$ cat config.mk
export PLATFORM = sky130hd
export DESIGN_NAME = hpt_index_gen
export DESIGN_NICKNAME = d
export VERILOG_FILES = /design/src/rtl/hpt_pkg.sv /design/src/rtl/hpt_vpn_build.sv /design/src/rtl/hpt_hash_core.sv /design/src/rtl/hpt_group_sel.sv /design/src/rtl/hpt_index_gen.sv
export SDC_FILE = /design/constraint.sdc
export NUM_CORES = 1
export LEC_CHECK = 0
export BUFFER_PORTS_ARGS = -buffer_cell sky130_fd_sc_hd__buf_4
export CORE_AREA = 2 2 150 152
export DETAILED_ROUTE_END_ITERATION = 7
export DIE_AREA = 0 0 152 154
export MAX_ROUTING_LAYER = met4
export PLACE_DENSITY_LB_ADDON = 0.05
export SLEW_MARGIN = 20
export SYNTH_ARGS = -nofsm -noshare
export SYNTH_HDL_FRONTEND = slang
export SYNTH_SLANG_ARGS = --single-unit
$ cat constraint.sdc
create_clock -name clk -period 1.1 [get_ports clk]
set_input_delay 0.055 -clock clk [delete_from_list [all_inputs] [get_ports clk]]
set_output_delay 0.055 -clock clk [all_outputs]
set_load 0.01 [all_outputs]
$ cat src/rtl/hpt_pkg.sv
package hpt_pkg;

  localparam int PG_BASE = 12;

  typedef enum logic [1:0] {
    PGC_4K  = 2'd0,
    PGC_64K = 2'd1,
    PGC_16M = 2'd2,
    PGC_BAD = 2'd3
  } pg_cls_e;

  // page shift belonging to a legal page class index
  function automatic int cls_shift(input int k);
    case (k)
      0:       return 12;
      1:       return 16;
      default: return 24;
    endcase
  endfunction

  // number of low VPN bits dropped from the page-offset term
  function automatic int cls_drop(input int k);
    return cls_shift(k) - PG_BASE;
  endfunction

  function automatic pg_cls_e classify(input logic [5:0] s);
    pg_cls_e c;
    c = PGC_BAD;
    for (int k = 0; k < 3; k++) begin
      if (s == 6'(cls_shift(k))) c = pg_cls_e'(k);
    end
    return c;
  endfunction

endpackage

$ cat src/rtl/hpt_vpn_build.sv
module hpt_vpn_build #(
  parameter int VSID_W      = 40,
  parameter int EA_W        = 64,
  parameter int VPN_W       = 64,
  parameter int SEG_S_SHIFT = 28,
  parameter int SEG_L_SHIFT = 40
) (
  input  logic [VSID_W-1:0] vsid,
  input  logic [EA_W-1:0]   ea,
  input  logic              seg_large,
  output logic [VPN_W-1:0]  vpn
);
  localparam int S_BITS = SEG_S_SHIFT - hpt_pkg::PG_BASE;
  localparam int L_BITS = SEG_L_SHIFT - hpt_pkg::PG_BASE;
  localparam logic [VPN_W-1:0] S_MASK = (VPN_W'(1) << S_BITS) - VPN_W'(1);
  localparam logic [VPN_W-1:0] L_MASK = (VPN_W'(1) << L_BITS) - VPN_W'(1);

  function automatic logic [VPN_W-1:0] join_id(
    input logic [VSID_W-1:0] id,
    input logic [EA_W-1:0]   addr,
    input int                bits,
    input logic [VPN_W-1:0]  msk
  );
    logic [VPN_W-1:0] pg;
    pg = VPN_W'(addr >> hpt_pkg::PG_BASE);
    return (VPN_W'(id) << bits) | (pg & msk);
  endfunction

  logic [VPN_W-1:0] vpn_small;
  logic [VPN_W-1:0] vpn_large;

  assign vpn_small = join_id(vsid, ea, S_BITS, S_MASK);
  assign vpn_large = join_id(vsid, ea, L_BITS, L_MASK);
  assign vpn       = seg_large ? vpn_large : vpn_small;

endmodule

$ cat src/rtl/hpt_hash_core.sv
module hpt_hash_core #(
  parameter int VPN_W       = 64,
  parameter int HASH_W      = 39,
  parameter int SEG_S_SHIFT = 28,
  parameter int SEG_L_SHIFT = 40,
  parameter int MIX_SHIFT   = 25
) (
  input  logic [VPN_W-1:0]     vpn,
  input  logic                 seg_large,
  input  hpt_pkg::pg_cls_e     cls,
  output logic [HASH_W-1:0]    hash_pri,
  output logic [HASH_W-1:0]    hash_sec
);
  localparam int S_BITS = SEG_S_SHIFT - hpt_pkg::PG_BASE;
  localparam int L_BITS = SEG_L_SHIFT - hpt_pkg::PG_BASE;
  localparam logic [VPN_W-1:0] S_MASK = (VPN_W'(1) << S_BITS) - VPN_W'(1);
  localparam logic [VPN_W-1:0] L_MASK = (VPN_W'(1) << L_BITS) - VPN_W'(1);

  // page-offset terms, one per legal page class
  logic [VPN_W-1:0] low_s [3];
  logic [VPN_W-1:0] low_l [3];

  for (genvar k = 0; k < 3; k++) begin : g_cls
    localparam int DROP = hpt_pkg::cls_drop(k);
    assign low_s[k] = (vpn & S_MASK) >> DROP;
    assign low_l[k] = (vpn & L_MASK) >> DROP;
  end

  function automatic logic [HASH_W-1:0] fold_small(
    input logic [VPN_W-1:0] v,
    input logic [VPN_W-1:0] low
  );
    return HASH_W'((v >> S_BITS) ^ low);
  endfunction

  function automatic logic [HASH_W-1:0] fold_large(
    input logic [VPN_W-1:0] v,
    input logic [VPN_W-1:0] low
  );
    logic [VPN_W-1:0] id;
    id = v >> L_BITS;
    return HASH_W'(id ^ (id << MIX_SHIFT) ^ low);
  endfunction

  logic [VPN_W-1:0] low_sel_s;
  logic [VPN_W-1:0] low_sel_l;
  logic             cls_bad;

  always_comb begin
    cls_bad   = 1'b0;
    low_sel_s = low_s[0];
    low_sel_l = low_l[0];
    unique case (cls)
      hpt_pkg::PGC_4K:  begin low_sel_s = low_s[0]; low_sel_l = low_l[0]; end
      hpt_pkg::PGC_64K: begin low_sel_s = low_s[1]; low_sel_l = low_l[1]; end
      hpt_pkg::PGC_16M: begin low_sel_s = low_s[2]; low_sel_l = low_l[2]; end
      default:          cls_bad = 1'b1;
    endcase
  end

  always_comb begin
    if (cls_bad) begin
      hash_pri = '0;
      hash_sec = '0;
    end else begin
      hash_pri = seg_large ? fold_large(vpn, low_sel_l) : fold_small(vpn, low_sel_s);
      hash_sec = ~hash_pri;
    end
  end

endmodule

$ cat src/rtl/hpt_group_sel.sv
module hpt_group_sel #(
  parameter int HASH_W   = 39,
  parameter int GRP_LOG  = 7
) (
  input  logic [HASH_W-1:0]         hash,
  input  logic [HASH_W-1:0]         tbl_mask,
  output logic [HASH_W-1:0]         index,
  output logic [HASH_W+GRP_LOG-1:0] offset
);
  assign index  = hash & tbl_mask;
  assign offset = {index, {GRP_LOG{1'b0}}};
endmodule

$ cat src/rtl/hpt_index_gen.sv
module hpt_index_gen #(
  parameter int VSID_W          = 40,
  parameter int EA_W            = 64,
  parameter int VPN_W           = 64,
  parameter int HASH_W          = 39,
  parameter int SEG_S_SHIFT     = 28,
  parameter int SEG_L_SHIFT     = 40,
  parameter int MIX_SHIFT       = 25,
  parameter int ENTRIES_PER_GRP = 8,
  parameter int WORDS_PER_ENTRY = 2,
  parameter int WORD_BYTES      = 8,
  localparam int GRP_LOG = $clog2(ENTRIES_PER_GRP * WORDS_PER_ENTRY * WORD_BYTES),
  localparam int OFS_W   = HASH_W + GRP_LOG
) (
  input  logic              clk,
  input  logic              rst_n,
  input  logic              in_valid,
  input  logic [VSID_W-1:0] vsid,
  input  logic [EA_W-1:0]   ea,
  input  logic              seg_large,
  input  logic [5:0]        pg_shift,
  input  logic [HASH_W-1:0] tbl_mask,
  output logic              out_valid,
  output logic [VPN_W-1:0]  vpn,
  output logic [HASH_W-1:0] hash_pri,
  output logic [HASH_W-1:0] hash_sec,
  output logic [HASH_W-1:0] grp_index,
  output logic [OFS_W-1:0]  grp_offset,
  output logic              shift_err
);

  // named internal events
  hpt_pkg::pg_cls_e  cls_c;
  logic              bad_c;
  logic              capture;
  logic [VPN_W-1:0]  vpn_c;
  logic [HASH_W-1:0] pri_c;
  logic [HASH_W-1:0] sec_c;
  logic [HASH_W-1:0] idx_c;
  logic [OFS_W-1:0]  ofs_c;

  assign cls_c   = hpt_pkg::classify(pg_shift);
  assign bad_c   = (cls_c == hpt_pkg::PGC_BAD);
  assign capture = in_valid;

  hpt_vpn_build #(
    .VSID_W(VSID_W), .EA_W(EA_W), .VPN_W(VPN_W),
    .SEG_S_SHIFT(SEG_S_SHIFT), .SEG_L_SHIFT(SEG_L_SHIFT)
  ) u_vpn (
    .vsid(vsid), .ea(ea), .seg_large(seg_large), .vpn(vpn_c)
  );

  hpt_hash_core #(
    .VPN_W(VPN_W), .HASH_W(HASH_W),
    .SEG_S_SHIFT(SEG_S_SHIFT), .SEG_L_SHIFT(SEG_L_SHIFT), .MIX_SHIFT(MIX_SHIFT)
  ) u_hash (
    .vpn(vpn_c), .seg_large(seg_large), .cls(cls_c),
    .hash_pri(pri_c), .hash_sec(sec_c)
  );

  hpt_group_sel #(
    .HASH_W(HASH_W), .GRP_LOG(GRP_LOG)
  ) u_grp (
    .hash(pri_c), .tbl_mask(tbl_mask), .index(idx_c), .offset(ofs_c)
  );

  always_ff @(posedge clk or negedge rst_n) begin
    if (!rst_n) begin
      out_valid  <= 1'b0;
      vpn        <= '0;
      hash_pri   <= '0;
      hash_sec   <= '0;
      grp_index  <= '0;
      grp_offset <= '0;
      shift_err  <= 1'b0;
    end else begin
      out_valid <= capture;
      if (capture) begin
        vpn        <= vpn_c;
        hash_pri   <= pri_c;
        hash_sec   <= sec_c;
        grp_index  <= idx_c;
        grp_offset <= ofs_c;
        shift_err  <= bad_c;
      end
    end
  end

endmodule

# Word-level counts from Yosys, hierarchy flattened

Index checks and enable logic that the tools add are counted.

Add/subtract/negate cells: 0
Multiply operators: 0
Div/mod/pow operators: 0
$lt $le $gt $ge: 0
Eq/ne operators: 6
Shifts and indexed selects: 0
Muxes and demuxes: 9
Bitwise gates (word level): 7
Reduce and logical (&&, ||, !) cells: 2

Operators with widths:

| cell                 | count |
|---|---|
| $mux W39             | 3 |
| $mux W64             | 1 |
| $or A64 B28 Y64      | 1 |
| $or A56 B16 Y56      | 1 |
| $pmux W28 S2         | 1 |
| $and A39 B39 Y39     | 1 |
| $not A39 Y39         | 1 |
| $xor A36 B39 Y39     | 1 |
| $xor A39 B16 Y39     | 1 |
| $xor A39 B39 Y39     | 1 |
| $pmux W16 S2         | 1 |
| $eq A6 B5 Y1 const B | 2 |
| $eq A6 B4 Y1 const B | 1 |
| $mux W2              | 3 |
| $eq A2 B2 Y1 const B | 2 |
| $reduce_or A3 Y1     | 1 |
| $eq A2 B1 Y1 const B | 1 |
| $logic_not A2 Y1     | 1 |

Flip-flop bits (word level): 183
Bits in latches: 0
Memory bits (writable): 0
ROM bits: 0
Input bits: 153
Logic and storage cells: 30
Memories: 0

# Depth between registers and ports, before layout

Depth after elaboration: 10
Mapped depth: 9
Gate-level depth less buffers: 7

# Cells and area by module

A second synthesis with hierarchy kept.

Cell total of the unflattened synthesis: 964
Area total of the unflattened synthesis: 12114.1 sq um

By module, submodules not included:

| module        | times used | cells an instance | area an instance (sq um) | sequential area each (sq um) |
|---|---|---|---|---|
| hpt_index_gen | 1          | 491               | 8612.0                   | 5730.5 |
| hpt_hash_core | 1          | 318               | 2159.6                   | 0.0 |
| hpt_vpn_build | 1          | 69                | 749.5                    | 0.0 |
| hpt_group_sel | 1          | 86                | 593.1                    | 0.0 |

# Least setup slack after synthesis

OpenSTA, ideal clock, no wires.

Path type: input-to-reg
From: in pg_shift[1]
To: reg hash_sec[17]
Setup time: 0.126 ns
Arrival: 1.804 ns
Required time: 0.974 ns
Path slack: -0.830 ns
Cell stages on the path: 8
Path buffers: 2
Cells stage by stage: nor3_1 -> o21ai_0 -> ha_1 -> buf_6 -> buf_2 -> and3_1 -> or2_1 -> a221o_1

Word-level cells in the longest chain between the ends: 10

RTL lines:

| item                                                | line                | source |
|---|---|---|
| start: declaration                                  | hpt_index_gen.sv:21 | `input logic [5:0] pg_shift,` |
| $eq A6 B4 Y1                                        | hpt_pkg.sv:30       | `if (s == 6'(cls_shift(k))) c = pg_cls_e'(k);` |
| $mux W2 (2 in series)                               | hpt_pkg.sv:30       |  |
| $mux W2 (*)                                         | hpt_pkg.sv:30       |  |
| $eq A2 B2 Y1 / $eq A2 B1 Y1 (equally long branches) | hpt_hash_core.sv:53 | `unique case (cls)` |
| $pmux W28 S2                                        | hpt_hash_core.sv:53 |  |
| $xor A39 B39 Y39                                    | hpt_hash_core.sv:42 | `return HASH_W'(id ^ (id << MIX_SHIFT) ^ low);` |
| $mux W39                                            | hpt_hash_core.sv:66 | `hash_pri = seg_large ? fold_large(vpn, low_sel_l) : fold_small(vpn, low_sel_s);` |
| $not A39 Y39                                        | hpt_hash_core.sv:67 | `hash_sec = ~hash_pri;` |
| $mux W39 (*)                                        | hpt_hash_core.sv:62 | `if (cls_bad) begin` |
| end signal: assignment                              | hpt_index_gen.sv:72 | `hash_sec <= '0;` |
| end signal: assignment                              | hpt_index_gen.sv:81 | `hash_sec <= sec_c;` |
| end: declaration                                    | hpt_index_gen.sv:26 | `output logic [HASH_W-1:0] hash_sec,` |

Mark *: on every way between the ends. The rest lies on a longest branch, timed or not.
A chain may end at the register's enable or synchronous reset.

# Worst setup path after layout

From: in pg_shift[2]
To: reg hash_sec[16]

Same word-level chain as after synthesis.

==> results.tsv <==
stage	metric	value	unit
grt	largest net degree at the start of global routing	80	
worst_setup_path	R2R Path End	grp_offset[10]	
synth	Yosys warning count	0	
pwr	Leakage	7.68	nW
worst_setup_path	Worst R2R Path Depth	3	
timing	Rel. slew slack	57.4	%
pwr	VDD IR max	1.03	mV
cts	TritonCTS Buffers	17	
timing	crit path time final	1.57	ns
cells_and_area	Finished Layout Cells	1799	
hold_path	hold depth	3	
hold_path	hold_sp	vsid[12]	
synth	number of distinct library cells after synthesis	60	
placed_design	routability cong.	0.873	
worst_setup_path	Critical R2R Launch	grp_offset[10]	
hold_path	Hold Path Class	in2reg	
timing	hold slack	-0.0142	ns
detailed_routing	vias per cell	5.63	
detailed_routing	Post-DRT Antenna Nets	0	
die	Die Height	154	µm
cts	clock tree buffer depth	2	
timing	final slew viol count	0	
timing	final period utilization	143	%
worst_setup_path	critical path required time	1.42	ns
die	Initial Util	46.4	%
job	max cap viols	0	
synth	number of flops mapped to enable cells by yosys	0	
cts	Hold-fix buffers, CTS	82	
cells_and_area	fill count	1477	
cells_and_area	layout cells sized above 1	48.6	%
hold_path	hold endpoint	hash_sec[37]	
timing	actual slew at the worst max-slew pin	0.636	ns
die	die footprint	23400	µm²
worst_setup_path	worst-path fanout max	7	
worst_setup_path	CP Class	in2reg	
synth	Main synth FF type	dfrtp_1	
grt	vias in the first global route	9863	
placed_design	hpwl dp	26500	µm
detailed_routing	number of remaining DRC errors	0	
pwr	Power Dens Cells	1050	nW/µm²
placed_design	port bufs	338	
outcome	failing checks	hold timing, setup timing	
die	# rows	54	
timing	# setup viols final	116	
cells_and_area	most frequent cells in the layout	buf_4 (444), dfrtp_1 (178), dlygate4sd3_1 (82), nand2_1 (78), inv_1 (57)	
worst_setup_path	R2R setup slack	0.16	ns
synth	cell area after synthesis	10100	µm²
cts	clock root cell	clkbuf_16	
cells_and_area	Nets	1664	
detailed_routing	DR vias	10100	
synth	asr flop ratio synth	100	%
grt	first-pass GRT wire length	57100	µm
cells_and_area	P&R area growth vs syn	63.5	%
cells_and_area	area of the multi-input gates	5510	µm²
timing	RSZ-0062 raised after global routing	yes	
synth	Avg Cell Area, Syn	10.0	µm²
cts	TritonCTS clock tree	yes	
worst_setup_path	arrival time worst endpoint	1.89	ns
timing	Setup WS post-layout	-0.472	ns
die	core area	21700	µm²
timing	Fin Setup TNS	-37.67	ns
timing	Fin. Hold Viols	2	
grt	antenna violations before repair	0	
synth	Synth Instances	1006	
cts	CTS clk-pin slew, worst paths	0.07	ns
outcome	status	complete, but fails checks	
cells_and_area	Antenna Cells	0	
timing	FMAX	636	MHz
detailed_routing	DR iter-0 viols	712	
cts	clk_lat worst skew	0.43	ns
timing	Worst Clk Skew	0	ns
cts	Clock Sinks	183	
cells_and_area	Sequential cell area	4590	µm²
cts	H-Tree Depth	4	
worst_setup_path	Critical Path Sink Type	flip-flop	
cells_and_area	commonest non-fill, non-tap cell in the layout	buf_4	
placed_design	dpl cells	1653	
detailed_routing	total routed wirelength	37800	µm
grt	total gr overflow	0	
detailed_routing	post-DR wirelength/cell	21.0	µm
synth	post-synthesis register bit count	183	
worst_setup_path	startpoint type of the worst setup path	input port	
die	Die X	152	µm
detailed_routing	DRT Pass-1 Iters	5	
grt	Tot GR Track Use	32.1	%
die	Ports	382	
synth	sequential element share of the synthesized area	45.5	%
==> flip-flops by register name, summed over array words and instances (netlist names) <==
signal      count
vpn            64
hash_pri       39
shift_err       1
out_valid       1
hash_sec       39
grp_offset     39
==> area by class of cell <==
cell class / count / share of cell area, %
Clock buffer: 18 / 2.67
Clock inverter: 13 / 0.693
Inverter: 59 / 1.35
Multi-Input combinational cell: 647 / 33.5
Sequential cell: 183 / 27.9
Tap cell: 280 / 2.13
Timing Repair Buffer: 599 / 31.7
==> critical path, cell delays in order <==
cell	delay [ns]
buf_4	0.13
nor3b_4	0.19
o21ai_2	0.13
ha_4	0.40
buf_6	0.14
buf_12	0.10
and4b_1	0.19
or2_1	0.25
a221o_1	0.30
==> power by group <==
| group | switching, W | internal (W) |
|---|---|---|
| registers | 0.000236 | 0.00707 |
| clock network | 0.00297 | 0.00302 |
| logic | 0.00196 | 0.00194 |
| total | 0.00516 | 0.0120 |
==> synth_stat cells (12+ instances only) <==
cell        n  share of area [%]
o31ai_1    20                1.5
a31oi_1    12               0.75
nand3_1    33                1.6
clkbuf_1   36                1.3
buf_4      54                4.0
nand2_1    82                3.1
a21oi_1    32                1.6
and4b_1    16                1.6
dfrtp_1   183                 46
a32oi_1    12                1.0
nor4_1     16                1.0
nor2_1     53                2.0
nand2b_1   13               0.81
buf_2      29                1.4
o21ai_0    17               0.85
nor3b_1    13               0.97
o211ai_1   16                1.2
mux2i_1    33                3.3
nor2b_1    21                1.3
nand4b_1   16                1.4
o221ai_1   25                2.2
o31ai_2    12                1.5
inv_1      58                2.2
or4b_1     12                1.2
mux2_2     22                2.5
==> timing repair <==
action                     in CTS  in global routing
cloned                          2                  0
gates resized for setup       111                 89
setup endpoints to repair     123                131
hold endpoints to repair      289                  1
pin swaps                      29                 22
setup buffers                  10                 24
==> how the worst max path moves through the flow <==
stage	from	to	slack, ns	cells after the start
3_3_place_gp	pg_shift[5]	hash_sec[3]	-0.97	7
3_5_place_dp	pg_shift[5]	hash_sec[3]	-1.00	7
4_1_cts	pg_shift[1]	grp_offset[19]	-0.42	9
5_1_grt	pg_shift[1]	hash_pri[10]	-0.53	8
6_report	pg_shift[2]	hash_sec[16]	-0.47	9
2_1_floorplan	pg_shift[5]	hash_sec[17]	-0.63	8
==> metal layers <==
layer | wire, µm | part of all wire, % | GRT usage, %
met1 | 15800 | 42 | 40.6
met5 | 0 | 0 | -
met3 | 2270 | 6.0 | 5.10
met2 | 18800 | 50 | 53.3
met4 | 930 | 2.5 | 9.92
==> cell families (layout without fill, tap and decap cells) <==
logic type      Yosys count  in the layout  synth area share, %
other cells               1              7               0.0373
mux                      55             55                 5.75
fa+ha+maj                 4              4                0.498
compound gates          227            227                 17.6
buf+inv                 182            689                 9.33
xor+xnor                 10             10                0.871
flops                   183            183                 45.5
simple gates            344            344                 20.4
==> per-stage QoR <==
step           worst slack [ns]  hold slack, ns  power (W)  cell area [µm²]  utilization, %
2_1_floorplan            -0.628          -0.241    0.00877            10400               -
3_3_place_gp             -0.966         -0.0239     0.0107            13800            63.7
3_5_place_dp              -1.00         -0.0238     0.0107            13800            63.7
4_1_cts                  -0.422         -0.0275     0.0171            15800            73.1
5_1_grt                  -0.528         -0.0135     0.0178            16400            75.8
6_report                 -0.472         -0.0142     0.0172            16400            75.8
No activity file was read; power rests on OpenSTA's default activity.
